--- src/rtl/irq_cascade_pkg.sv ---
package irq_cascade_pkg;
  localparam int CTRL_LINES   = 8;
  localparam int LINE_W       = $clog2(CTRL_LINES);
  localparam int SEL_W        = LINE_W + 1;
  localparam int CASCADE_LINE = 2;

  typedef logic [CTRL_LINES-1:0] lineVec_t;

  localparam lineVec_t CASCADE_BIT = lineVec_t'(1) << CASCADE_LINE;

  // strobes from control to datapath for one acknowledge
  typedef struct packed {
    logic              grantPri;
    logic              grantSec;
    logic [LINE_W-1:0] line;
  } grantCmd_t;
endpackage

--- src/rtl/irq_rotate_search.sv ---
module irq_rotate_search #(
  parameter int N  = 8,
  parameter int IW = $clog2(N)
) (
  input  logic [N-1:0]  eligible,
  input  logic [IW-1:0] lowPtr,
  output logic          hit,
  output logic [IW-1:0] idx
);
  logic [IW-1:0] probe;

  // walk upward from the slot just above the lowest-priority pointer
  always_comb begin
    hit   = 1'b0;
    idx   = '0;
    probe = '0;
    for (int k = 0; k < N; k++) begin
      probe = lowPtr + IW'(k + 1);
      if (!hit && eligible[probe]) begin
        hit = 1'b1;
        idx = probe;
      end
    end
  end
endmodule

--- src/rtl/irq_cascade_ctrl.sv ---
module irq_cascade_ctrl
  import irq_cascade_pkg::*;
(
  input  logic              ackStrobe,
  input  lineVec_t          stagedPriReq,
  input  lineVec_t          stagedSecReq,
  input  logic              stagedFlagAny,
  input  lineVec_t          priMask,
  input  lineVec_t          secMask,
  input  logic [LINE_W-1:0] priPtr,
  input  logic [LINE_W-1:0] secPtr,
  output grantCmd_t         cmd
);
  lineVec_t          priElig, secElig;
  logic              priHit, secHit;
  logic [LINE_W-1:0] priIdx, secIdx;

  assign priElig = stagedPriReq & ~(priMask | CASCADE_BIT);
  assign secElig = stagedSecReq & ~secMask;

  irq_rotate_search #(.N(CTRL_LINES), .IW(LINE_W)) u_priSearch (
    .eligible(priElig), .lowPtr(priPtr), .hit(priHit), .idx(priIdx)
  );
  irq_rotate_search #(.N(CTRL_LINES), .IW(LINE_W)) u_secSearch (
    .eligible(secElig), .lowPtr(secPtr), .hit(secHit), .idx(secIdx)
  );

  always_comb begin
    cmd = '0;
    if (ackStrobe && stagedFlagAny) begin
      if (priHit) begin
        cmd.grantPri = 1'b1;
        cmd.line     = priIdx;
      end else if (secHit) begin
        cmd.grantSec = 1'b1;
        cmd.line     = secIdx;
      end
    end
  end
endmodule

--- src/rtl/irq_cascade_dp.sv ---
module irq_cascade_dp
  import irq_cascade_pkg::*;
#(
  parameter int VEC_W    = 8,
  parameter int RESULT_W = 16
) (
  input  logic                clk,
  input  logic                rstN,
  input  logic                assertPulse,
  input  logic [SEL_W-1:0]    assertLine,
  input  logic                deassertPulse,
  input  logic [SEL_W-1:0]    deassertLine,
  input  logic                ackStrobe,
  input  lineVec_t            priMask,
  input  lineVec_t            secMask,
  input  logic [VEC_W-1:0]    priVecBase,
  input  logic [VEC_W-1:0]    secVecBase,
  input  logic                ptrLoad,
  input  logic                ptrSelSec,
  input  logic [LINE_W-1:0]   ptrValue,
  input  grantCmd_t           cmd,
  output lineVec_t            stagedPriReq,
  output lineVec_t            stagedSecReq,
  output logic                stagedFlagAny,
  output logic [LINE_W-1:0]   priPtrQ,
  output logic [LINE_W-1:0]   secPtrQ,
  output logic                pending,
  output logic                ackValid,
  output logic [RESULT_W-1:0] ackVector,
  output lineVec_t            priReqQ,
  output lineVec_t            secReqQ,
  output lineVec_t            priIsrQ,
  output lineVec_t            secIsrQ
);
  localparam logic [LINE_W-1:0]   PTR_RESET = LINE_W'(CTRL_LINES - 1);
  localparam logic [RESULT_W-1:0] NO_GRANT  = '1;

  logic priFlagQ, secFlagQ;
  logic sPriFlag, sSecFlag;
  lineVec_t nPriReq, nSecReq, nPriIsr, nSecIsr;
  logic nPriFlag, nSecFlag;
  logic [RESULT_W-1:0] nVector;
  logic [LINE_W-1:0] aLine, dLine;

  assign aLine = assertLine[LINE_W-1:0];
  assign dLine = deassertLine[LINE_W-1:0];

  // stage 1: line raise, then line drop
  always_comb begin
    stagedPriReq = priReqQ;
    stagedSecReq = secReqQ;
    sPriFlag     = priFlagQ;
    sSecFlag     = secFlagQ;
    if (assertPulse) begin
      if (!assertLine[SEL_W-1]) begin
        if (!priMask[aLine]) begin
          stagedPriReq[aLine] = 1'b1;
          sPriFlag            = 1'b1;
        end
      end else if (!secMask[aLine]) begin
        stagedSecReq[aLine] = 1'b1;
        sSecFlag            = 1'b1;
        stagedPriReq        = stagedPriReq | CASCADE_BIT;
        sPriFlag            = 1'b1;
      end
    end
    if (deassertPulse) begin
      if (!deassertLine[SEL_W-1]) begin
        stagedPriReq[dLine] = 1'b0;
      end else begin
        stagedSecReq[dLine] = 1'b0;
        if (stagedSecReq == '0) stagedPriReq = stagedPriReq & ~CASCADE_BIT;
      end
    end
  end

  assign stagedFlagAny = sPriFlag | sSecFlag;

  // stage 2: apply the grant chosen by control
  always_comb begin
    nPriReq  = stagedPriReq;
    nSecReq  = stagedSecReq;
    nPriIsr  = priIsrQ;
    nSecIsr  = secIsrQ;
    nPriFlag = sPriFlag;
    nSecFlag = sSecFlag;
    nVector  = NO_GRANT;
    if (cmd.grantPri) begin
      nPriReq[cmd.line] = 1'b0;
      nPriIsr[cmd.line] = 1'b1;
      if (nPriReq == '0) nPriFlag = 1'b0;
      nVector = RESULT_W'(cmd.line) + RESULT_W'(priVecBase);
    end else if (cmd.grantSec) begin
      nSecReq[cmd.line] = 1'b0;
      nPriReq           = nPriReq & ~CASCADE_BIT;
      nSecIsr[cmd.line] = 1'b1;
      nPriIsr           = nPriIsr | CASCADE_BIT;
      if (nSecReq == '0) begin
        nSecFlag = 1'b0;
        if (nPriReq == '0) nPriFlag = 1'b0;
      end
      nVector = RESULT_W'(cmd.line) + RESULT_W'(secVecBase);
    end
  end

  always_ff @(posedge clk) begin
    if (!rstN) begin
      priReqQ   <= '0;
      secReqQ   <= '0;
      priIsrQ   <= '0;
      secIsrQ   <= '0;
      priFlagQ  <= 1'b0;
      secFlagQ  <= 1'b0;
      priPtrQ   <= PTR_RESET;
      secPtrQ   <= PTR_RESET;
      ackValid  <= 1'b0;
      ackVector <= NO_GRANT;
    end else begin
      priReqQ   <= nPriReq;
      secReqQ   <= nSecReq;
      priIsrQ   <= nPriIsr;
      secIsrQ   <= nSecIsr;
      priFlagQ  <= nPriFlag;
      secFlagQ  <= nSecFlag;
      ackValid  <= ackStrobe;
      ackVector <= nVector;
      if (ptrLoad) begin
        if (ptrSelSec) secPtrQ <= ptrValue;
        else           priPtrQ <= ptrValue;
      end
    end
  end

  assign pending = |(priReqQ & ~(priMask | CASCADE_BIT)) | |(secReqQ & ~secMask);

  p_isr_sticky_r11: assert property (@(posedge clk) disable iff (!rstN)
    ((priIsrQ & $past(priIsrQ)) == $past(priIsrQ)) && ((secIsrQ & $past(secIsrQ)) == $past(secIsrQ)));

  p_one_grant_per_ack_r6: assert property (@(posedge clk) disable iff (!rstN)
    $countones({priIsrQ ^ $past(priIsrQ), secIsrQ ^ $past(secIsrQ)}) <= 2);

  p_sec_grant_marks_cascade_r7: assert property (@(posedge clk) disable iff (!rstN)
    (secIsrQ != $past(secIsrQ)) |-> priIsrQ[CASCADE_LINE]);

  p_flag_covers_req_r8: assert property (@(posedge clk) disable iff (!rstN)
    ((priReqQ == '0) || priFlagQ) && ((secReqQ == '0) || secFlagQ));

  p_miss_keeps_isr_r9: assert property (@(posedge clk) disable iff (!rstN)
    (ackValid && (ackVector == NO_GRANT)) |-> ($stable(priIsrQ) && $stable(secIsrQ)));

  p_valid_follows_strobe_r10: assert property (@(posedge clk) disable iff (!rstN)
    ackValid |-> $past(ackStrobe));
endmodule

--- src/rtl/irq_cascade_resolver.sv ---
module irq_cascade_resolver
  import irq_cascade_pkg::*;
#(
  parameter int VEC_W    = 8,
  parameter int RESULT_W = 16
) (
  input  logic                clk,
  input  logic                rstN,
  input  logic                assertPulse,
  input  logic [SEL_W-1:0]    assertLine,
  input  logic                deassertPulse,
  input  logic [SEL_W-1:0]    deassertLine,
  input  logic                ackStrobe,
  input  logic [7:0]          priMask,
  input  logic [7:0]          secMask,
  input  logic [VEC_W-1:0]    priVecBase,
  input  logic [VEC_W-1:0]    secVecBase,
  input  logic                ptrLoad,
  input  logic                ptrSelSec,
  input  logic [LINE_W-1:0]   ptrValue,
  output logic                pending,
  output logic                ackValid,
  output logic [RESULT_W-1:0] ackVector,
  output logic [7:0]          priReq,
  output logic [7:0]          secReq,
  output logic [7:0]          priIsr,
  output logic [7:0]          secIsr
);
  grantCmd_t         cmd;
  lineVec_t          stagedPriReq, stagedSecReq;
  logic              stagedFlagAny;
  logic [LINE_W-1:0] priPtr, secPtr;

  irq_cascade_ctrl u_ctrl (
    .ackStrobe(ackStrobe), .stagedPriReq(stagedPriReq), .stagedSecReq(stagedSecReq),
    .stagedFlagAny(stagedFlagAny), .priMask(priMask), .secMask(secMask),
    .priPtr(priPtr), .secPtr(secPtr), .cmd(cmd)
  );

  irq_cascade_dp #(.VEC_W(VEC_W), .RESULT_W(RESULT_W)) u_dp (
    .clk(clk), .rstN(rstN),
    .assertPulse(assertPulse), .assertLine(assertLine),
    .deassertPulse(deassertPulse), .deassertLine(deassertLine),
    .ackStrobe(ackStrobe), .priMask(priMask), .secMask(secMask),
    .priVecBase(priVecBase), .secVecBase(secVecBase),
    .ptrLoad(ptrLoad), .ptrSelSec(ptrSelSec), .ptrValue(ptrValue),
    .cmd(cmd), .stagedPriReq(stagedPriReq), .stagedSecReq(stagedSecReq),
    .stagedFlagAny(stagedFlagAny), .priPtrQ(priPtr), .secPtrQ(secPtr),
    .pending(pending), .ackValid(ackValid), .ackVector(ackVector),
    .priReqQ(priReq), .secReqQ(secReq), .priIsrQ(priIsr), .secIsrQ(secIsr)
  );
endmodule

--- config.mk ---
export PLATFORM = sky130hd
export DESIGN_NAME = irq_cascade_resolver
export DESIGN_NICKNAME = d
export VERILOG_FILES = /design/src/rtl/irq_cascade_pkg.sv /design/src/rtl/irq_rotate_search.sv /design/src/rtl/irq_cascade_ctrl.sv /design/src/rtl/irq_cascade_dp.sv /design/src/rtl/irq_cascade_resolver.sv
export SDC_FILE = /design/constraint.sdc
export NUM_CORES = 1
export LEC_CHECK = 0
export CELL_PAD_IN_SITES_DETAIL_PLACEMENT = 1
export CELL_PAD_IN_SITES_GLOBAL_PLACEMENT = 2
export CORE_ASPECT_RATIO = 1.5
export CORE_MARGIN = 2
export CORE_UTILIZATION = 27
export DETAILED_ROUTE_END_ITERATION = 8
export PLACE_DENSITY_LB_ADDON = 0.1
export SLEW_MARGIN = 20
export SYNTH_ARGS = -nofsm -noshare
export SYNTH_HDL_FRONTEND = slang
export SYNTH_SLANG_ARGS = --single-unit
--- constraint.sdc ---
create_clock -name clk -period 4.7 [get_ports clk]
set_input_delay 0.47 -clock clk [delete_from_list [all_inputs] [get_ports clk]]
set_output_delay 0.47 -clock clk [all_outputs]
set_load 0.01 [all_outputs]
* After elaboration in Yosys (flattened, before gate mapping)
Cells that the tools add are included.
** Operators by class
- Mux-type cells :: 114
- Magnitude comparators :: 22
- Bitwise logic cells :: 20
- Reductions and logical operators :: 42
- Add/subtract/negate cells :: 16
** Operators with widths (number)
- $mux W8 :: 14
- $lt A3 B4 Y1 const B :: 19
- $and A8 B8 Y8 :: 8
- $mux W3 :: 21
- $bmux W1 S3 :: 18
- $mux W1 :: 54
- $logic_not A8 Y1 :: 4
- $mux W16 :: 2
- $not A8 Y8 :: 4
- $or A8 B8 Y8 :: 4
- $add A3 B3 Y3 const B :: 8
- $add A3 B8 Y9 :: 2
- $logic_and A1 B1 Y1 :: 18
- $reduce_or A8 Y1 :: 2
- $logic_not A1 Y1 :: 14
- $add A3 B2 Y3 const B :: 4
- $demux W1 S3 :: 3
- $ge A3 B1 Y1 const B :: 3
- $add A3 B1 Y3 const B :: 2
- $reduce_and A2 Y1 :: 3
- $mux W5 :: 1
- $mux W4 :: 1
- $not A1 Y1 :: 2
- $or A1 B1 Y1 :: 2
- $reduce_bool A2 Y1 :: 1
** Storage, ports and cells
- Input port bits :: 50
- Word-level logic and storage cells :: 225
- Bits in registers :: 57
- Output and inout port bits :: 50

* Longest topological paths before layout
- Word-level depth :: 50
- Depth in mapped cells :: 23
- Gate-level depth less buffers :: 20

* By module
A second synthesis with hierarchy kept.
** Unflattened totals
- Cells, all modules :: 612
- Area, all modules :: 4978.5 um^2
** By module, submodules not included
- irq_cascade_dp :: area an instance 3241.9 um^2, sequential area each 1021.0 um^2, instances 1, cells an instance 398
- irq_rotate_search :: area an instance 785.8 um^2, sequential area each 0.0 um^2, instances 2, cells an instance 93
- irq_cascade_ctrl :: area an instance 165.2 um^2, sequential area each 0.0 um^2, instances 1, cells an instance 28

* Least setup slack after synthesis
OpenSTA, ideal clock, no wires.
- Kind :: register to register
- Start :: register u_dp.secPtrQ[0]
- End :: register u_dp.ackVector[6]
- Cell stages (with the launch flop) :: 24
- Setup slack :: -269 ps
- Required time :: 4552 ps
- Arrival time :: 4821 ps
- Period minus slack after synthesis :: 4969 ps
- Path through :: dfxtp_1 > clkbuf_1 > inv_1 > clkbuf_1 > ha_1 > clkbuf_1 > inv_1 > and3_1 > or3_1 > a211oi_1 > nand4b_1 > nor4b_2 > nor3_1 > a2111o_2 > inv_2 > ha_1 > inv_1 > fa_1 > inv_1 > a21o_1 > and4_1 > xnor2_1 > and2_0 > o21ai_0
** Between the ends
- Longest elaborated chain between the ends :: 31
- Elaborated cells between the ends (all ways) :: 61
** RTL lines
- start, declared :: RTL line irq_cascade_dp.sv:26 : output logic [LINE_W-1:0] secPtrQ,
- start signal, assigned :: RTL line irq_cascade_dp.sv:128 : if (ptrSelSec) secPtrQ <= ptrValue;
- $add A3 B1 Y3 :: RTL line irq_rotate_search.sv:18 : probe = lowPtr + IW'(k + 1);
- $bmux W1 S3 :: RTL line irq_rotate_search.sv:19 : if (!hit && eligible[probe]) begin
- $mux W1 (implied by the code) :: RTL line irq_rotate_search.sv:19
- $mux W1 :: RTL line irq_rotate_search.sv:19
- $logic_not A1 Y1 :: RTL line irq_rotate_search.sv:19
- $logic_and A1 B1 Y1 :: RTL line irq_rotate_search.sv:19
- $mux W1 :: RTL line irq_rotate_search.sv:19
- $logic_not A1 Y1 :: RTL line irq_rotate_search.sv:19
- (+15 left out)
- $logic_and A1 B1 Y1 :: RTL line irq_rotate_search.sv:19
- $mux W3 / $mux W1 (equally long branches) :: RTL line irq_rotate_search.sv:19
- $mux W4 (*) :: RTL line irq_cascade_ctrl.sv:34 : end else if (secHit) begin
- $mux W3 :: RTL line irq_cascade_ctrl.sv:31 : if (priHit) begin
- $mux W5 (*) :: RTL line irq_cascade_ctrl.sv:30 : if (ackStrobe && stagedFlagAny) begin
- $add A3 B8 Y9 :: RTL line irq_cascade_dp.sv:102 : nVector = RESULT_W'(cmd.line) + RESULT_W'(secVecBase);
- $mux W16 :: RTL line irq_cascade_dp.sv:93 : end else if (cmd.grantSec) begin
- $mux W16 (*) :: RTL line irq_cascade_dp.sv:88 : if (cmd.grantPri) begin
- end signal, assigned :: RTL line irq_cascade_dp.sv:126 : ackVector <= nVector;
- end, declared :: RTL line irq_cascade_dp.sv:29 : output logic [RESULT_W-1:0] ackVector,
Every way passes the cells marked *; elsewhere a longest branch is shown, timed or not. The select of a mux whose other input is x is not followed.
A chain may end at the register's enable or synchronous reset.

* Final worst setup path
- Start :: input deassertPulse
- End :: register u_dp.priFlagQ
** Between the ends
- Longest elaborated chain between the ends :: 39
- Elaborated cells between the ends (all ways) :: 117
** RTL lines
- start, declared :: RTL line irq_cascade_resolver.sv:11 : input logic deassertPulse,
- $mux W8 :: RTL line irq_cascade_dp.sv:67 : if (deassertPulse) begin
- $and A8 B8 Y8 :: RTL line irq_cascade_ctrl.sv:19 : assign secElig = stagedSecReq & ~secMask;
- $bmux W1 S3 :: RTL line irq_rotate_search.sv:19
- $mux W1 (implied by the code) :: RTL line irq_rotate_search.sv:19
- $mux W1 :: RTL line irq_rotate_search.sv:19
- $logic_not A1 Y1 :: RTL line irq_rotate_search.sv:19
- $logic_and A1 B1 Y1 :: RTL line irq_rotate_search.sv:19
- $mux W1 :: RTL line irq_rotate_search.sv:19
- (+23 left out)
- $mux W1 (implied by the code) :: RTL line irq_cascade_dp.sv:89, irq_cascade_dp.sv:94
- $demux W1 S3
- $not A8 Y8 (no line)
- $and A8 B8 Y8 (no line)
- $logic_not A8 Y1 :: RTL line irq_cascade_dp.sv:98 : if (nSecReq == '0) begin
- $mux W1 :: RTL line irq_cascade_dp.sv:98
- $mux W1 :: RTL line irq_cascade_dp.sv:93
- $mux W1 (*) :: RTL line irq_cascade_dp.sv:88
- end signal, assigned :: RTL line irq_cascade_dp.sv:123 : priFlagQ <= nPriFlag;
- end, declared :: RTL line irq_cascade_dp.sv:38 : logic priFlagQ, secFlagQ;
Marks and branches as above.

==> summary.md <==
| Metric | Value |
|---|---|
| Status | finished, final reports clean |
| Clock Latency Late Sink | around 320 ps |
| Register area share after synthesis | 0.187 |
| Pin count of the biggest net entering global routing | 25 |
| Slowest CP cell | or4_4 |
| First drt pass iteration count | 5 |
| Clock power share | 0.246 |
| Final non-filler cell area | around 0.0092 mm² |
| NumNets Final | approximately 1,100 |
| CP Buf/Inv Count | 6 |
| Synth area leader | dfxtp_1 |
| Die Span X | approximately 120 µm |
| CP endpoint kind | flop |
| Worst path required time | around 5000 ps |
| TNS Setup | 0 ps |
| Num rows | between 60 and 70 |
| RR Startpoint | u_dp.secPtrQ[1] |
| FFs w/ async S/R, synth | 0 |
| Critical path origin | deassertPulse |
| Clock sink total | between 50 and 60 |
| Root buffer cell | clkbuf_16 |
| Largest cells by area after synthesis | dfxtp_1 19%, nor2_1 7.0%, mux4_2 3.7% |
| Ys Warns | 0 |
| Period utilisation layout | 0.979 |
| CP Cell Sequence | clkdlybuf4s15_1 -> nor3b_4 -> buf_6 -> a21o_1 -> buf_6 -> buf_6 -> nor3_2 -> a311o_1 -> or3_4 -> nand4b_4 -> buf_12 -> a211oi_4 -> nor4_4 -> or4_4 -> buf_6 -> or4b_4 -> a32oi_2 -> nand3_1 -> o211a_1 |
| Fmax | roughly 220 MHz |
| CTS clk-pin slew, worst paths | approximately 80 ps |
| FF-to-FF path depth | 17 |
| VDD IR max | 169 µV |
| Final std cells w/o fill | 1,327 |
| Diode count | 0 |
| Footprint of the multi-input gates | 0.00449 mm² |
| Cells after DPL | 1,300 |
| Avg Cell Area, Syn | around 7.4 µm² |
| Switching Fraction | 0.383 |
| Combinational power share | 0.474 |
| Core area | ~0.020 mm² |
| Area after DPL | 0.00840 mm² |
| Worst Path Class, Setup | input port to flop |
| Dpl hpwl | 25.5 mm |
| GRT Util Overall | 0.293 |
| Num CTS Buffers | 5 |
| GRT overflow | 0 |
| Initial antenna violation count | 0 |
| WP depth | 19 |
| Slew headroom | 0.414 |
| Final Max Slew Viols | 0 |
| Util after Layout | 0.463 |
| Antenna Nets Post-Route | 0 |
| Io pins | 100 |
| Worst setup SP type | input port |
| RePlAce Congestion | between 0.9 and 1 |
| Seq pwr share | 0.279 |
| Vias in the first global route | 8,162 |
| Final Power | 1.66 mW |
| Fin crit period | between 4000 and 5000 ps |
| First-pass GRT wire length | about 47 mm |
| Syn Nets | 802 |
| CP most frequent cell | buf_6 |
| CTS tree | built |
| Place WS | -826 ps |
| Initial DRC Count | 422 |
| Worst Path Max Fanout | 7 |
| Min setup slack post-route | just under 100 ps |
| Die Y | approximately 180 µm |
| Hold WC Path Type | flop to flop |
| Final Hold Fails | 0 |
| Via density | 5.70 |
| Clk_skew | 9.69 ps |
| FF-to-FF End | u_dp.priFlagQ |
| # DRC | 0 |
| Setup slack, reg-to-reg | ~200 ps |
| Leakage power | between 3 and 4 nW |
| Layout cells sized above 1 | 0.366 |
| Post-synth EDFFs | 0 |
| Initial Utilization | 0.276 |
| Internal Power | 1.02 mW |
| P&R area growth vs syn | 68.0% |
| Final setup viols | 0 |
| Netlist cell types | 93 |
| IO Port Bufs | between 90 and 100 |
| Commonest register cell after synthesis | dfxtp_1 |
| Post-synthesis cell area | 0.00545 mm² |
| Synthesized instance count | between 700 and 800 |
| Worst setup path end | u_dp.priFlagQ |
| Via count | 7,561 |
| Worst Path Arrival | 4820 ps |
| Hold WS | roughly 450 ps |
| FF/Latch Area | between 0.001 and 0.0015 mm² |
| Fillers | between 2,000 and 2,500 |
| Synth top area share | 0.187 |
| Avg WL per Cell | around 24 µm |
| Worst path max stage delay | about 570 ps |
| H-tree levels | 2 |
| Crit-path leading delay family | simple AND/OR/NAND/NOR gates |
| Slew @ Worst Pin | 877 ps |
| Routed WL | 31.6 mm |
| PwrDens | 181 mW/mm² |
| #FFs+latches synth | between 50 and 60 |
| Die area | 0.0214 mm² |
| Sw Pwr | roughly 0.63 mW |
| CTS Buffer Depth | 2 |
| Max-cap violation count | 0 |
| Hold-fix buffers, CTS | 0 |
## cell families after synthesis
logic type / Yosys count / share of synthesized area
simple gates: 324 / 0.310
buf+inv: 84 / 0.0668
compound gates: 222 / 0.302
mux: 28 / 0.0730
fa+ha+maj: 12 / 0.0303
flops: 51 / 0.187
xor+xnor: 19 / 0.0305
## state kept, by name (all words and copies together), names as in the netlist
name / count
u_dp.ackValid: 1
u_dp.ackVector: 10
u_dp.priFlagQ: 1
u_dp.priIsrQ: 8
u_dp.priPtrQ: 3
u_dp.priReqQ: 8
u_dp.secFlagQ: 1
u_dp.secIsrQ: 8
u_dp.secPtrQ: 3
u_dp.secReqQ: 8
## cells in the final DEF, fill, tap and decap left out, types with 14 or more instances in the layout
cell,netlist,final
buf_4,10,252
nor2_1,102,94
clkdlybuf4s50_1,0,86
nand2_1,52,51
dfxtp_1,51,51
inv_1,35,32
a21oi_1,37,31
nand3_1,30,29
nor3_1,27,21
o21ai_0,23,19
a31oi_1,22,19
a21o_1,16,15
mux2i_1,15,14
## synthesized netlist by cell type (all sizes together) (8+ instances only)
cell     instances
a211oi           9
a21o            16
a21oi           39
a31oi           23
and2            12
and3            11
buf             24
clkbuf          21
dfxtp           51
ha              10
inv             37
mux2i           15
mux4             9
nand2           52
nand3           31
nand4           11
nor2           104
nor3            27
nor4            14
o2111ai          8
o211ai           9
o21ai           26
or3             14
xnor2           10
xor2             9
## what timing repair did
item,4_1_cts,5_1_grt
pin swaps,22,28
buffers inserted,8,10
resized for setup,78,55
gates cloned,1,0
endpoints found under the setup margin,30,16
## worst min path at each step
stage,cells after the start,startpoint,end
after global routing,2,u_dp.priIsrQ[2],u_dp.priIsrQ[2]
after global placement,2,u_dp.priIsrQ[2],u_dp.priIsrQ[2]
after CTS,2,u_dp.priIsrQ[2],u_dp.priIsrQ[2]
final,2,u_dp.priIsrQ[2],u_dp.priIsrQ[2]
after detailed placement,2,u_dp.priIsrQ[2],u_dp.priIsrQ[2]
after floorplan,2,u_dp.priIsrQ[2],u_dp.priIsrQ[2]
## layer usage
| layer | vias to the layer above | share of wire | track usage |
|---|---|---|---|
| met1 | 3748 | 0.38 | 0.306 |
| met5 | - | 0 | 0 |
| met4 | 0 | 0.065 | 0.169 |
| li1 | 3452 | - | - |
| met3 | 96 | 0.030 | 0.0348 |
| met2 | 265 | 0.53 | 0.557 |
## layout make-up
type	instances	area share
clock buffers	5	0.0137
clock inverters	3	0.00246
inverters	39	0.0165
multi-input cells	605	0.490
flip-flops and latches	51	0.111
well taps	260	0.0355
repair buffers	364	0.330
## worst min-delay path, cell delays in order (launching register included)
cell,delay (ps)
dfxtp_1,310
inv_1,40
a21oi_1,50
## power groups by stage
| stage | Clock (mW) | Combinational (mW) | Sequential [mW] |
|---|---|---|---|
| global placement | 0 | 0.682 | 0.472 |
| finish | 0.408 | 0.786 | 0.463 |
| detailed placement | 0 | 0.696 | 0.473 |
| floorplan | 0 | 0.318 | 0.474 |
| CTS | 0.423 | 0.744 | 0.463 |
| global route | 0.431 | 0.833 | 0.465 |
Note: power is estimated with default switching activity, not from simulation.
